[config.mk]
export PLATFORM = sky130hd
export DESIGN_NAME = bert_status_regs
export DESIGN_NICKNAME = d
export VERILOG_FILES = /design/src/rtl/bert_stat_pkg.sv /design/src/rtl/bert_live_flags.sv /design/src/rtl/bert_edge_events.sv /design/src/rtl/bert_sticky_bank.sv /design/src/rtl/bert_status_regs.sv
export SDC_FILE = /design/constraint.sdc
export NUM_CORES = 1
export LEC_CHECK = 0
export ABC_CLOCK_PERIOD_IN_PS = 1500
export CAP_MARGIN = 5
export CORE_MARGIN = 3
export CORE_UTILIZATION = 25
export CTS_CLUSTER_SIZE = 24
export DETAILED_ROUTE_END_ITERATION = 7
export PLACE_DENSITY_LB_ADDON = 0.15
export SYNTH_ARGS = -nofsm -noshare
export SYNTH_HDL_FRONTEND = slang
export SYNTH_SLANG_ARGS = --single-unit
export TNS_END_PERCENT = 5
[constraint.sdc]
create_clock -name clk_i -period 1.5 [get_ports clk_i]
set_input_delay 0.3 -clock clk_i [delete_from_list [all_inputs] [get_ports clk_i]]
set_output_delay 0.3 -clock clk_i [all_outputs]
set_load 0.05 [all_outputs]
[src/rtl/bert_stat_pkg.sv]
package bert_stat_pkg;
  localparam int unsigned WORD_W = 4;
  localparam int unsigned B_UPD  = 3;
  localparam int unsigned B_ERR  = 2;
  localparam int unsigned B_NZ   = 1;
  localparam int unsigned B_OOS  = 0;
endpackage

[src/rtl/bert_live_flags.sv]
module bert_live_flags (
  input  logic clk_i,
  input  logic rst_ni,
  input  logic oos_i,
  input  logic cnt_nz_i,
  input  logic pmu_mode_i,
  input  logic pmu_local_i,
  input  logic pmu_global_i,
  input  logic pmu_done_i,
  output logic upd_o,
  output logic nz_o,
  output logic oos_o
);
  logic req_act, req_q, req_rise;

  assign req_act  = pmu_mode_i ? pmu_global_i : pmu_local_i;
  assign req_rise = req_act & ~req_q;

  always_ff @(posedge clk_i or negedge rst_ni) begin
    if (!rst_ni) begin
      req_q <= 1'b0;
      upd_o <= 1'b0;
      nz_o  <= 1'b0;
      oos_o <= 1'b1;
    end else begin
      req_q <= req_act;
      oos_o <= oos_i;
      if (!req_act)        upd_o <= 1'b0;
      else if (pmu_done_i) upd_o <= 1'b1;
      // counter update clears the nonzero flag, ahead of a new count
      if (req_rise)      nz_o <= 1'b0;
      else if (cnt_nz_i) nz_o <= 1'b1;
    end
  end
endmodule

[src/rtl/bert_edge_events.sv]
module bert_edge_events (
  input  logic       clk_i,
  input  logic       rst_ni,
  input  logic       upd_i,
  input  logic       nz_i,
  input  logic       oos_i,
  input  logic       bit_err_i,
  output logic [3:0] ev_o
);
  import bert_stat_pkg::*;
  logic upd_q, nz_q, oos_q;

  always_ff @(posedge clk_i or negedge rst_ni) begin
    if (!rst_ni) begin
      upd_q <= 1'b0;
      nz_q  <= 1'b0;
      oos_q <= 1'b1;
    end else begin
      upd_q <= upd_i;
      nz_q  <= nz_i;
      oos_q <= oos_i;
    end
  end

  always_comb begin
    ev_o        = '0;
    ev_o[B_UPD] = upd_i & ~upd_q;
    ev_o[B_ERR] = bit_err_i;
    ev_o[B_NZ]  = nz_i & ~nz_q;
    ev_o[B_OOS] = oos_i ^ oos_q;
  end
endmodule

[src/rtl/bert_sticky_bank.sv]
module bert_sticky_bank #(
  parameter int unsigned W = 4
) (
  input  logic         clk_i,
  input  logic         rst_ni,
  input  logic [W-1:0] set_i,
  input  logic [W-1:0] clr_i,
  output logic [W-1:0] q_o
);
  for (genvar g = 0; g < W; g++) begin : g_bit
    always_ff @(posedge clk_i or negedge rst_ni) begin
      if (!rst_ni)       q_o[g] <= 1'b0;
      else if (set_i[g]) q_o[g] <= 1'b1;
      else if (clr_i[g]) q_o[g] <= 1'b0;
    end
  end
endmodule

[src/rtl/bert_status_regs.sv]
module bert_status_regs
  import bert_stat_pkg::*;
(
  input  logic              clk_i,
  input  logic              rst_ni,
  input  logic              oos_i,
  input  logic              bit_err_i,
  input  logic              cnt_nz_i,
  input  logic              pmu_mode_i,
  input  logic              pmu_local_i,
  input  logic              pmu_global_i,
  input  logic              pmu_done_i,
  input  logic              wr_en_i,
  input  logic              sel_i,
  input  logic [WORD_W-1:0] wr_data_i,
  output logic [WORD_W-1:0] status_o,
  output logic [WORD_W-1:0] latched_o,
  output logic [WORD_W-1:0] rd_data_o
);
  logic upd, nz, oos;
  logic [WORD_W-1:0] ev, clr;

  bert_live_flags i_live (
    .clk_i, .rst_ni, .oos_i, .cnt_nz_i, .pmu_mode_i, .pmu_local_i,
    .pmu_global_i, .pmu_done_i, .upd_o(upd), .nz_o(nz), .oos_o(oos)
  );

  bert_edge_events i_ev (
    .clk_i, .rst_ni, .upd_i(upd), .nz_i(nz), .oos_i(oos),
    .bit_err_i, .ev_o(ev)
  );

  assign clr = (wr_en_i && sel_i) ? wr_data_i : '0;

  bert_sticky_bank #(.W(WORD_W)) i_sticky (
    .clk_i, .rst_ni, .set_i(ev), .clr_i(clr), .q_o(latched_o)
  );

  always_comb begin
    status_o        = '0;
    status_o[B_UPD] = upd;
    status_o[B_NZ]  = nz;
    status_o[B_OOS] = oos;
  end

  assign rd_data_o = sel_i ? latched_o : status_o;
endmodule

Word level (Yosys, flattened, before mapping)
Index checks and enable logic that the tools add are counted.
{"block": "op_classes", "muxes": 15, "shift": 0, "n_bitwise": 7, "n_eq_ne": 1, "div": 0, "reduce_logical": 6, "order_cmp": 0, "add_sub_neg": 0, "multipliers": 0}
{"op": "$mux 1", "count": 13}
{"op": "$reduce_bool 2->1", "count": 5}
{"op": "$mux 4", "count": 2}
{"op": "$and 1x1->1", "count": 3}
{"op": "$not 1->1", "count": 3}
{"op": "$ne 2x2->1 const B", "count": 1}
{"op": "$logic_and 1x1->1", "count": 1}
{"op": "$xor 1x1->1", "count": 1}
{"block": "totals", "in_bits": 15, "elab_cells": 40, "mem_count": 0, "rom_bits": 0, "out_inout_bits": 12, "regBits": 11, "latch_bits": 0, "ram_bits": 0}

Depth between registers and ports, before layout
Gate-level depths: netlist of the first run.
{"block": "depth", "ltp_word": 4, "ltp_mapped": 3}

Cells and area by module
From an unflattened synthesis of the first run, not the netlist that was laid out.
{"block": "hier_totals", "hier_cells": 41, "area_unflattened_um2": 486.7}
{"mod": "bert_sticky_bank", "n_inst": 1, "area_each_um2": 145.1, "cells_per_inst": 12, "seq_area_each_um2": 100.1}
{"mod": "bert_live_flags", "n_inst": 1, "area_each_um2": 131.4, "cells_per_inst": 9, "seq_area_each_um2": 101.3}
{"mod": "bert_edge_events", "n_inst": 1, "area_each_um2": 105.1, "cells_per_inst": 7, "seq_area_each_um2": 76.3}
{"mod": "bert_status_regs", "n_inst": 1, "area_each_um2": 105.1, "cells_per_inst": 13, "seq_area_each_um2": 0.0}

Worst setup path before layout of the first run
Ideal clock, no wire load.
{"block": "synth_timing", "path_type": "reg-to-output", "from": "reg i_sticky.q_o[2]", "to": "out rd_data_o[2]", "stages_incl_launch_ff": 2, "required_ns": 1.200, "setup_slack_ns": 0.083, "path_buffers": 0, "arrival_time_ns": 1.117, "path_cell_list": "dfrtp_1 > and2_1"}
{"block": "synth_between", "elab_chain_cells": 1}
{"item": "from (decl)", "line": "bert_sticky_bank.sv:8", "rtl": "output logic [W-1:0] q_o"}
{"item": "from (signal, indexed assignment)", "line": "bert_sticky_bank.sv:12", "rtl": "if (!rst_ni) q_o[g] <= 1'b0;"}
{"item": "from (signal, indexed assignment)", "line": "bert_sticky_bank.sv:13", "rtl": "else if (set_i[g]) q_o[g] <= 1'b1;"}
{"item": "from (signal, indexed assignment)", "line": "bert_sticky_bank.sv:14", "rtl": "else if (clr_i[g]) q_o[g] <= 1'b0;"}
{"item": "$mux 4", "line": "bert_status_regs.sv:46", "rtl": "assign rd_data_o = sel_i ? latched_o : status_o;"}
{"item": "to (decl)", "line": "bert_status_regs.sv:18", "rtl": "output logic [WORD_W-1:0] rd_data_o"}
No other way between the ends.

Final worst setup path of the first run
{"block": "layout_timing", "from": "reg i_sticky.q_o[3]", "to": "out rd_data_o[3]"}
Same word-level chain as after synthesis.

==> results.py, run 1 <==
metrics = {
    "layout": {
        "diodes": 0,
        "fillers": 167,
        "layout.nets": 83,
        "drive_gt1_share_pct": 44.8,
        "syn_to_final_growth_pct": 80.6,
        "fin_util_pct": 48.9,
        "instances_no_fill": 92,
    },
    "floorplanning": {
        "pin_count": 27,
        "num_rows": 15,
        "start_util_pct": 27.1,
        "die_h_um": 50.0,
        "die_area_mm2": 0.00250,
        "coreArea_mm2": 0.00178,
        "die_w_um": 50.0,
    },
    "worst_setup_path": {
        "start_kind": "register",
        "timing.rr.start": "i_live.oos_o",
        "crit_required_ns": 1.20,
        "crit_fanout": 3,
        "critPathLaunch": "i_sticky.q_o[3]",
        "arrival_ns": 1.15,
        "worst-setup-path-type": "register to primary output",
        "crit_path_end_kind": "primary output",
    },
    "synthesis": {
        "synth_seq_cells": 11,
        "synth_mux_area_share_pct": 11.4,
        "yosys.area_share.simple_pct": 9.07,
        "synthXorXnorAreaFrac_pct": 1.81,
        "synth.most_common_cell": "dfrtp_1",
        "synth_top_area_cell": "dfrtp_1",
        "synthCells": 37,
        "yosys_warnings": 0,
        "synth_area_um2": 483,
        "synth_area_leaders": "dfrtp_1, dfstp_2, mux2_4",
        "synth_enable_flop_cells": 0,
        "syn-num-nets": 52,
        "synth-compound-area-share_pct": 8.55,
        "yosysUniqueCellTypes": 16,
        "synth-main-ff-cell": "dfrtp_1",
        "synthArstFlopShare_pct": 100,
        "synth_commonest_cells": "dfrtp_1, buf_4, inv_1, mux2_4",
        "synthAdderAreaFrac_pct": 0,
        "synth_top_area_share_pct": 46.6,
        "synth_top_family_by_area": "multiplexers",
        "ys_seq_area_share_pct": 57.5,
        "syn_area_per_cell_um2": 13.1,
    },
    "placed_design": {
        "dp_cells": 84,
        "gp_congestion": 0.749,
        "io_buffers": 25,
    },
    "run_status": {
        "status": "finished, final reports clean",
    },
    "clock_tree": {
        "cts_tree": "yes",
        "cts-root-buf": "clkbuf_4",
        "clock_tree.buffer_depth": 2,
        "path_clk_slew_ns": 0.07,
        "htree_num_levels": 1,
        "cts_made_buffers": 3,
        "clock_latency_ns": 0.26,
        "hold_buffers": 0,
        "cts_sinks": 11,
    },
    "run": {
        "drv_cap": 0,
    },
    "timing": {
        "fmaxAchievable_mhz": 691,
        "hold_viol": 0,
        "finalSetupViolations": 0,
        "fin_crit_ns": 1.45,
        "rsz0062_at_grt": "no",
        "layout_worst_path_cycle_share_pct": 96.4,
        "holdWs_ns": 0.363,
        "slew_viol_final": 0,
        "fin_skew_ns": 0.00429,
    },
    "global_route": {
        "antenna_found_initial": 0,
        "grt.total_usage_pct": 7.99,
        "grt_pass1_vias": 323,
        "grt_pass1_wl_um": 1440,
        "grt_max_degree": 12,
        "overflow": 0,
    },
    "power": {
        "p_leak_nw": 0.396,
        "p_per_area_mw_per_mm2": 1050,
        "peakVddDrop_mv": 0.540,
        "finalPower_mw": 0.916,
    },
    "drt": {
        "first_pass_iters": 2,
        "drtIter0Drc": 1,
        "wl_per_cell_um": 10.1,
        "drc": 0,
        "via_count": 370,
        "ant_nets": 0,
        "vias_per_cell": 4.02,
        "finalWirelength_um": 925,
    },
    "worst_hold_path": {
        "hold_class": "input port to async pin",
    },
}
state kept, by name, summed over array words and instances, names as in the netlist:
register      flops
i_sticky.q_o      4
i_ev.nz_q         1
i_ev.oos_q        1
i_ev.upd_q        1
i_live.nz_o       1
i_live.oos_o      1
i_live.req_q      1
i_live.upd_o      1
critical path: stages, from the launching register on:
cell     delay, ns
dfrtp_1       0.43
mux2_4        0.27
buf_4         0.19
stage by stage:
step                setup slack [ns]  TNS (ns)  area, µm²
floorplan                     0.0826         0        483
global placement              -0.260    -0.892        811
detailed placement            -0.273     -1.00        811
CTS                         0.000988         0        840
global route                 0.00499         0        872
finish                        0.0536         0        872
power by group:
part | leakage [nW] | internal (mW) | switching, mW
clock | 0.0150 | 0.103 | 0.0897
combinational | 0.263 | 0.183 | 0.182
sequential | 0.118 | 0.330 | 0.0297
cell usage in the layout (no fill, tap or decap):
cell type and count:
dfrtp_2 2, buf_12 8, xor2_1 1, nand3_2 2
clkbuf_4 3, a22o_1 2, clkbuf_2 1, o22a_1 1
clkdlybuf4s50_1 13, dfrtp_1 7, mux2i_1 1, inv_1 3
a21o_1 2, buf_4 7, clkbuf_1 1, dfstp_2 2
nand3_1 2, conb_1 1, nor2_1 2, mux2_4 3
buf_6 2, and2_1 1
area by class of cell:
type	instances	area, µm²	area share, %
tap	25	31.3	3.59
timing repair buffer	31	370	42.5
inverter	3	11.3	1.29
sequential	11	280	32.1
multi-input combinational	18	153	17.5
clock buffer	4	26.3	3.01
kinds of logic after synthesis:
group | count (synthesis)
other | 1
flip-flops | 11
XOR/XNOR | 1
AO/OA/AOI/OAI | 5
AND/OR/NAND/NOR | 7
multiplexers | 4
buffers and inverters | 8
final timing paths:
kind | end | slack, ns | cells past startpoint
setup / recovery | rd_data_o[3] | 0.05 | 2
hold / removal | i_ev.upd_q | 0.36 | 1
setup reg to reg | i_sticky.q_o[0] | 0.52 | 3
hold reg to reg | i_ev.oos_q | 0.39 | 0
max in group asynchronous | i_ev.oos_q | 0.78 | 1
min in group clk_i | i_ev.oos_q | 0.39 | 0
per-layer routing:
layer	wire [µm]	vias up	GRT usage [%]
li1	-	178	-
met1	414	173	9.40
met2	422	17	11.2
met3	80	2	4.83
met4	7	0	4.15
met5	0	-	0
timing repair:
| action | 4_1_cts | 5_1_grt |
|---|---|---|
| setup endpoints to repair | 4 | 3 |
| gates resized for setup | 4 | 3 |
| buffers inserted | 0 | 4 |
| cloned | 0 | 0 |
(Power assumes the default switching activity.)
==> run 2: changes to the inputs <==
--- a/config.mk
+++ b/config.mk
@@ -7,7 +7,7 @@
 export LEC_CHECK = 0
 export ABC_CLOCK_PERIOD_IN_PS = 1500
 export CAP_MARGIN = 5
-export CORE_MARGIN = 3
+export CORE_MARGIN = 2
 export CORE_UTILIZATION = 25
 export CTS_CLUSTER_SIZE = 24
 export DETAILED_ROUTE_END_ITERATION = 7
@@ -15,4 +15,4 @@
 export SYNTH_ARGS = -nofsm -noshare
 export SYNTH_HDL_FRONTEND = slang
 export SYNTH_SLANG_ARGS = --single-unit
-export TNS_END_PERCENT = 5
+export TNS_END_PERCENT = 50
==> results.py, run 2 (synthesis gave the netlist of run 1 again) <==
metrics = {
    "run_status": {
        "status": "finished, final reports clean",
    },
    "clock_tree": {
        "hold_buffers": 0,
        "cts_sinks": 11,
        "clock_tree.buffer_depth": 2,
        "path_clk_slew_ns": 0.07,
        "cts_setup_buffers": 0,
        "clock_latency_ns": 0.26,
        "cts-root-buf": "clkbuf_4",
        "cts_made_buffers": 3,
        "htree_num_levels": 1,
        "cts_tree": "yes",
        "ctsResizeCount": 4,
    },
    "worst_setup_path": {
        "arrival_ns": 1.15,
        "critical_path.cell_chain": "dlygate4sd2_1 -> buf_12 -> mux2_4 -> buf_8",
        "crit_path_end_kind": "primary output",
        "start_kind": "input port",
        "cpLargestDelayFamily": "buffers and inverters",
        "cp.buffers_inverters": 3,
        "worst-setup-path-type": "input port to primary output",
        "crit_fanout": 8,
        "crit_required_ns": 1.20,
        "cp_slowest_cell": "mux2_4",
        "max_stage_delay_ns": 0.30,
    },
    "global_route": {
        "grt.total_usage_pct": 8.66,
        "antenna_found_initial": 0,
        "grt_pass1_wl_um": 1300,
        "use_met2_pct": 12.3,
        "use_met3_pct": 6.04,
        "busiest_layer": "met2",
        "grt_max_degree": 12,
        "grt_pass1_vias": 326,
        "grt_use_met1_pct": 10.3,
        "overflow": 0,
    },
    "floorplanning": {
        "pin_count": 27,
        "start_util_pct": 27.4,
        "die_h_um": 48.0,
        "die_area_mm2": 0.00230,
        "coreArea_mm2": 0.00176,
        "die_w_um": 48.0,
        "num_rows": 15,
    },
    "timing": {
        "setup_tns_ns": 0,
        "layout_setup_ws_ns": 0.0523,
        "finalSetupViolations": 0,
        "rsz0062_at_grt": "yes",
        "slew_viol_final": 0,
        "hold_viol": 0,
        "layout_worst_path_cycle_share_pct": 96.5,
        "fin_skew_ns": 0.00518,
        "fmaxAchievable_mhz": 691,
        "fin_crit_ns": 1.45,
    },
    "placed_design": {
        "gp_congestion": 0.614,
        "placed_cell_area_um2": 816,
        "place_ws_ns": -0.223,
        "dp_hpwl_um": 680,
        "io_buffers": 25,
        "dp_cells": 83,
    },
    "layout": {
        "syn_to_final_growth_pct": 77.7,
        "instances_no_fill": 87,
        "largest_reg_flops": 4,
        "mostFrequentLayoutCells": "clkdlybuf4s50_1, buf_12, dfrtp_1",
        "drive_gt1_share_pct": 38.7,
        "fillers": 166,
        "largest-register": "i_sticky.q_o",
        "layout.nets": 78,
        "layout_commonest_cell": "clkdlybuf4s50_1",
        "diodes": 0,
        "stdcell_area_um2": 858,
    },
    "power": {
        "p_leak_nw": 0.381,
        "peakVddDrop_mv": 0.625,
        "finalPower_mw": 0.906,
        "p_per_area_mw_per_mm2": 1060,
    },
    "drt": {
        "first_pass_iters": 3,
        "via_count": 354,
        "finalWirelength_um": 825,
        "drc": 0,
        "ant_nets": 0,
        "wl_per_cell_um": 9.48,
        "vias_per_cell": 4.07,
        "drtIter0Drc": 2,
    },
    "run": {
        "drv_cap": 0,
    },
    "worst_hold_path": {
        "hold_class": "input port to async pin",
    },
}
[run 2: cell types whose count changed in the layout (fill, tap and decap cells not counted)]
cell / change
clkbuf_2: -1
dlygate4sd2_1: +1
buf_8: +1
buf_4: -7
buf_12: +1
[run 2: final timing paths]
| kind | startpoint | endpoint | slack (ns) | depth (start not counted) |
|---|---|---|---|---|
| min in group clk_i | i_live.oos_o | i_ev.oos_q | 0.41 | 0 |
| max reg2reg | i_live.oos_o | i_sticky.q_o[0] | 0.58 | 2 |
| min | rst_ni | i_sticky.q_o[3] | 0.36 | 1 |
| min reg2reg | i_live.oos_o | i_ev.oos_q | 0.41 | 0 |
| max in group asynchronous | rst_ni | i_ev.oos_q | 0.80 | 1 |
| max | sel_i | rd_data_o[0] | 0.05 | 4 |
[run 2: cell type report]
type | instances | area [µm²] | share of cell area [%]
clock buffer | 4 | 26.3 | 3.06
timing repair buffer | 26 | 357 | 41.5
multi-input combinational | 18 | 153 | 17.8
sequential | 11 | 280 | 32.7
inverter | 3 | 11.3 | 1.31
tap | 25 | 31.3 | 3.64
[run 2: report_power, final]
part	total, mW	leakage, nW	switching [mW]	internal [mW]
registers	0.363	0.118	0.0336	0.330
clock network	0.188	0.0150	0.0858	0.102
logic	0.355	0.248	0.175	0.180
total	0.906	0.381	0.295	0.612
[run 2: layer usage]
layer  routed length, µm  part of all wire, %
met3                  94                   11
met4                   0                    0
met2                 372                   45
met1                 358                   43
met5                   0                    0
[run 2: through the flow]
step / util [%] / hold WS, ns
2_1_floorplan: - / 0.00441
3_3_place_gp: 46.2 / 0.402
3_5_place_dp: 46.2 / 0.400
4_1_cts: 48.3 / 0.367
5_1_grt: 48.7 / 0.389
6_report: 48.7 / 0.357
==> run 3: changes to the inputs <==
==> constraint.sdc (replaced) <==
create_clock -name clk_i -period 1.5 [get_ports clk_i]
set_input_delay 0.15 -clock clk_i [delete_from_list [all_inputs] [get_ports clk_i]]
set_output_delay 0.15 -clock clk_i [all_outputs]
set_load 0.05 [all_outputs]
==> results.py, run 3 (synthesis gave the netlist of run 1 again) <==
metrics = {
    "run_status": {
        "status": "finished, final reports clean",
    },
    "clock_tree": {
        "clock_latency_ns": 0.26,
        "clock_tree.buffer_depth": 2,
        "hold_buffers": 0,
        "htree_num_levels": 1,
        "cts_tree": "yes",
        "path_clk_slew_ns": 0.07,
        "cts-root-buf": "clkbuf_4",
        "cts_made_buffers": 3,
        "cts_setup_buffers": 0,
        "cts_sinks": 11,
    },
    "timing": {
        "hold_viol": 0,
        "fin_skew_ns": 0.00187,
        "holdWs_ns": 0.198,
        "layout_worst_path_cycle_share_pct": 89.1,
        "fmaxAchievable_mhz": 748,
        "rsz0062_at_grt": "no",
        "fin_crit_ns": 1.34,
        "finalSetupViolations": 0,
        "slew_viol_final": 0,
        "setup_tns_ns": 0,
    },
    "worst_setup_path": {
        "crit_required_ns": 1.35,
        "arrival_ns": 1.19,
        "crit_path_end_kind": "primary output",
        "worst-setup-path-type": "register to primary output",
        "timing.rr.start": "i_live.oos_o",
        "critPathLaunch": "i_live.oos_o",
        "start_kind": "register",
        "crit_fanout": 4,
    },
    "floorplanning": {
        "num_rows": 15,
        "die_h_um": 48.0,
        "pin_count": 27,
        "coreArea_mm2": 0.00176,
        "die_w_um": 48.0,
        "die_area_mm2": 0.00230,
        "start_util_pct": 27.4,
    },
    "global_route": {
        "antenna_found_initial": 0,
        "grt.total_usage_pct": 8.41,
        "grt_pass1_wl_um": 1230,
        "grt_max_degree": 12,
        "overflow": 0,
        "grt_pass1_vias": 293,
    },
    "layout": {
        "mostFrequentLayoutCells": "clkdlybuf4s50_1, buf_4, dfrtp_1",
        "layout.nets": 78,
        "largest_reg_flops": 4,
        "syn_to_final_growth_pct": 56.7,
        "drive_gt1_share_pct": 35.5,
        "diodes": 0,
        "layout_commonest_cell": "clkdlybuf4s50_1",
        "largest-register": "i_sticky.q_o",
    },
    "power": {
        "p_per_area_mw_per_mm2": 1110,
        "p_leak_nw": 0.349,
        "peakVddDrop_mv": 0.397,
        "finalPower_mw": 0.842,
    },
    "worst_hold_path": {
        "hold_class": "input port to async pin",
    },
    "drt": {
        "drtIter0Drc": 0,
        "first_pass_iters": 1,
        "via_count": 342,
        "ant_nets": 0,
        "wl_per_cell_um": 9.84,
        "vias_per_cell": 3.93,
        "drc": 0,
        "finalWirelength_um": 856,
    },
    "placed_design": {
        "gp_congestion": 0.624,
        "io_buffers": 25,
    },
    "run": {
        "drv_cap": 0,
    },
}
run 3: metrics by stage:
stage | util [%] | cells | area (µm²) | setup slack, ns
global placement | 41.3 | 83 | 728 | 0.0224
CTS | 42.8 | 87 | 754 | 0.0180
global route | 42.9 | 87 | 757 | 0.118
floorplan | - | 37 | 483 | 0.233
detailed placement | 41.3 | 83 | 728 | 0.0180
finish | 42.9 | 87 | 757 | 0.163
run 3: metal layers:
| metal | global-route usage, % | up-vias | share of wire, % |
|---|---|---|---|
| li1 | - | 167 | - |
| met1 | 9.98 | 156 | 43 |
| met2 | 11.2 | 17 | 46 |
| met3 | 2.26 | 2 | 9.8 |
| met4 | 9.73 | 0 | 1.2 |
| met5 | 0 | - | 0 |
run 3: what timing repair did:
action,in CTS,in global routing
hold endpoints to repair,0,0
endpoints found under the setup margin,0,3
gates resized for setup,0,1
run 3: layout make-up:
cell class | count | area, µm²
multi-input combinational | 18 | 153
inverter | 3 | 11.3
tap | 25 | 31.3
clock buffer | 4 | 26.3
sequential | 11 | 278
fill | 187 | 1010
timing repair buffer | 26 | 258
run 3: final timing paths:
kind | endpoint | slack [ns] | depth (start not counted)
max | rd_data_o[0] | 0.16 | 2
min | i_sticky.q_o[0] | 0.20 | 1
max reg2reg | i_sticky.q_o[0] | 0.58 | 2
min reg2reg | i_ev.oos_q | 0.41 | 0
max in group asynchronous | i_ev.oos_q | 0.97 | 1
min in group clk_i | i_live.oos_o | 0.29 | 1
run 3: where the power goes:
group / total [mW] / internal (mW) / switching [mW]
combinational: 0.293 / 0.120 / 0.173
sequential: 0.351 / 0.328 / 0.0229
clock: 0.198 / 0.103 / 0.0953
total: 0.842 / 0.551 / 0.291
run 3: critical path: stages (launching register included):
cell     delay [ns]
dfstp_2        0.59
mux2_4         0.15
buf_4          0.18
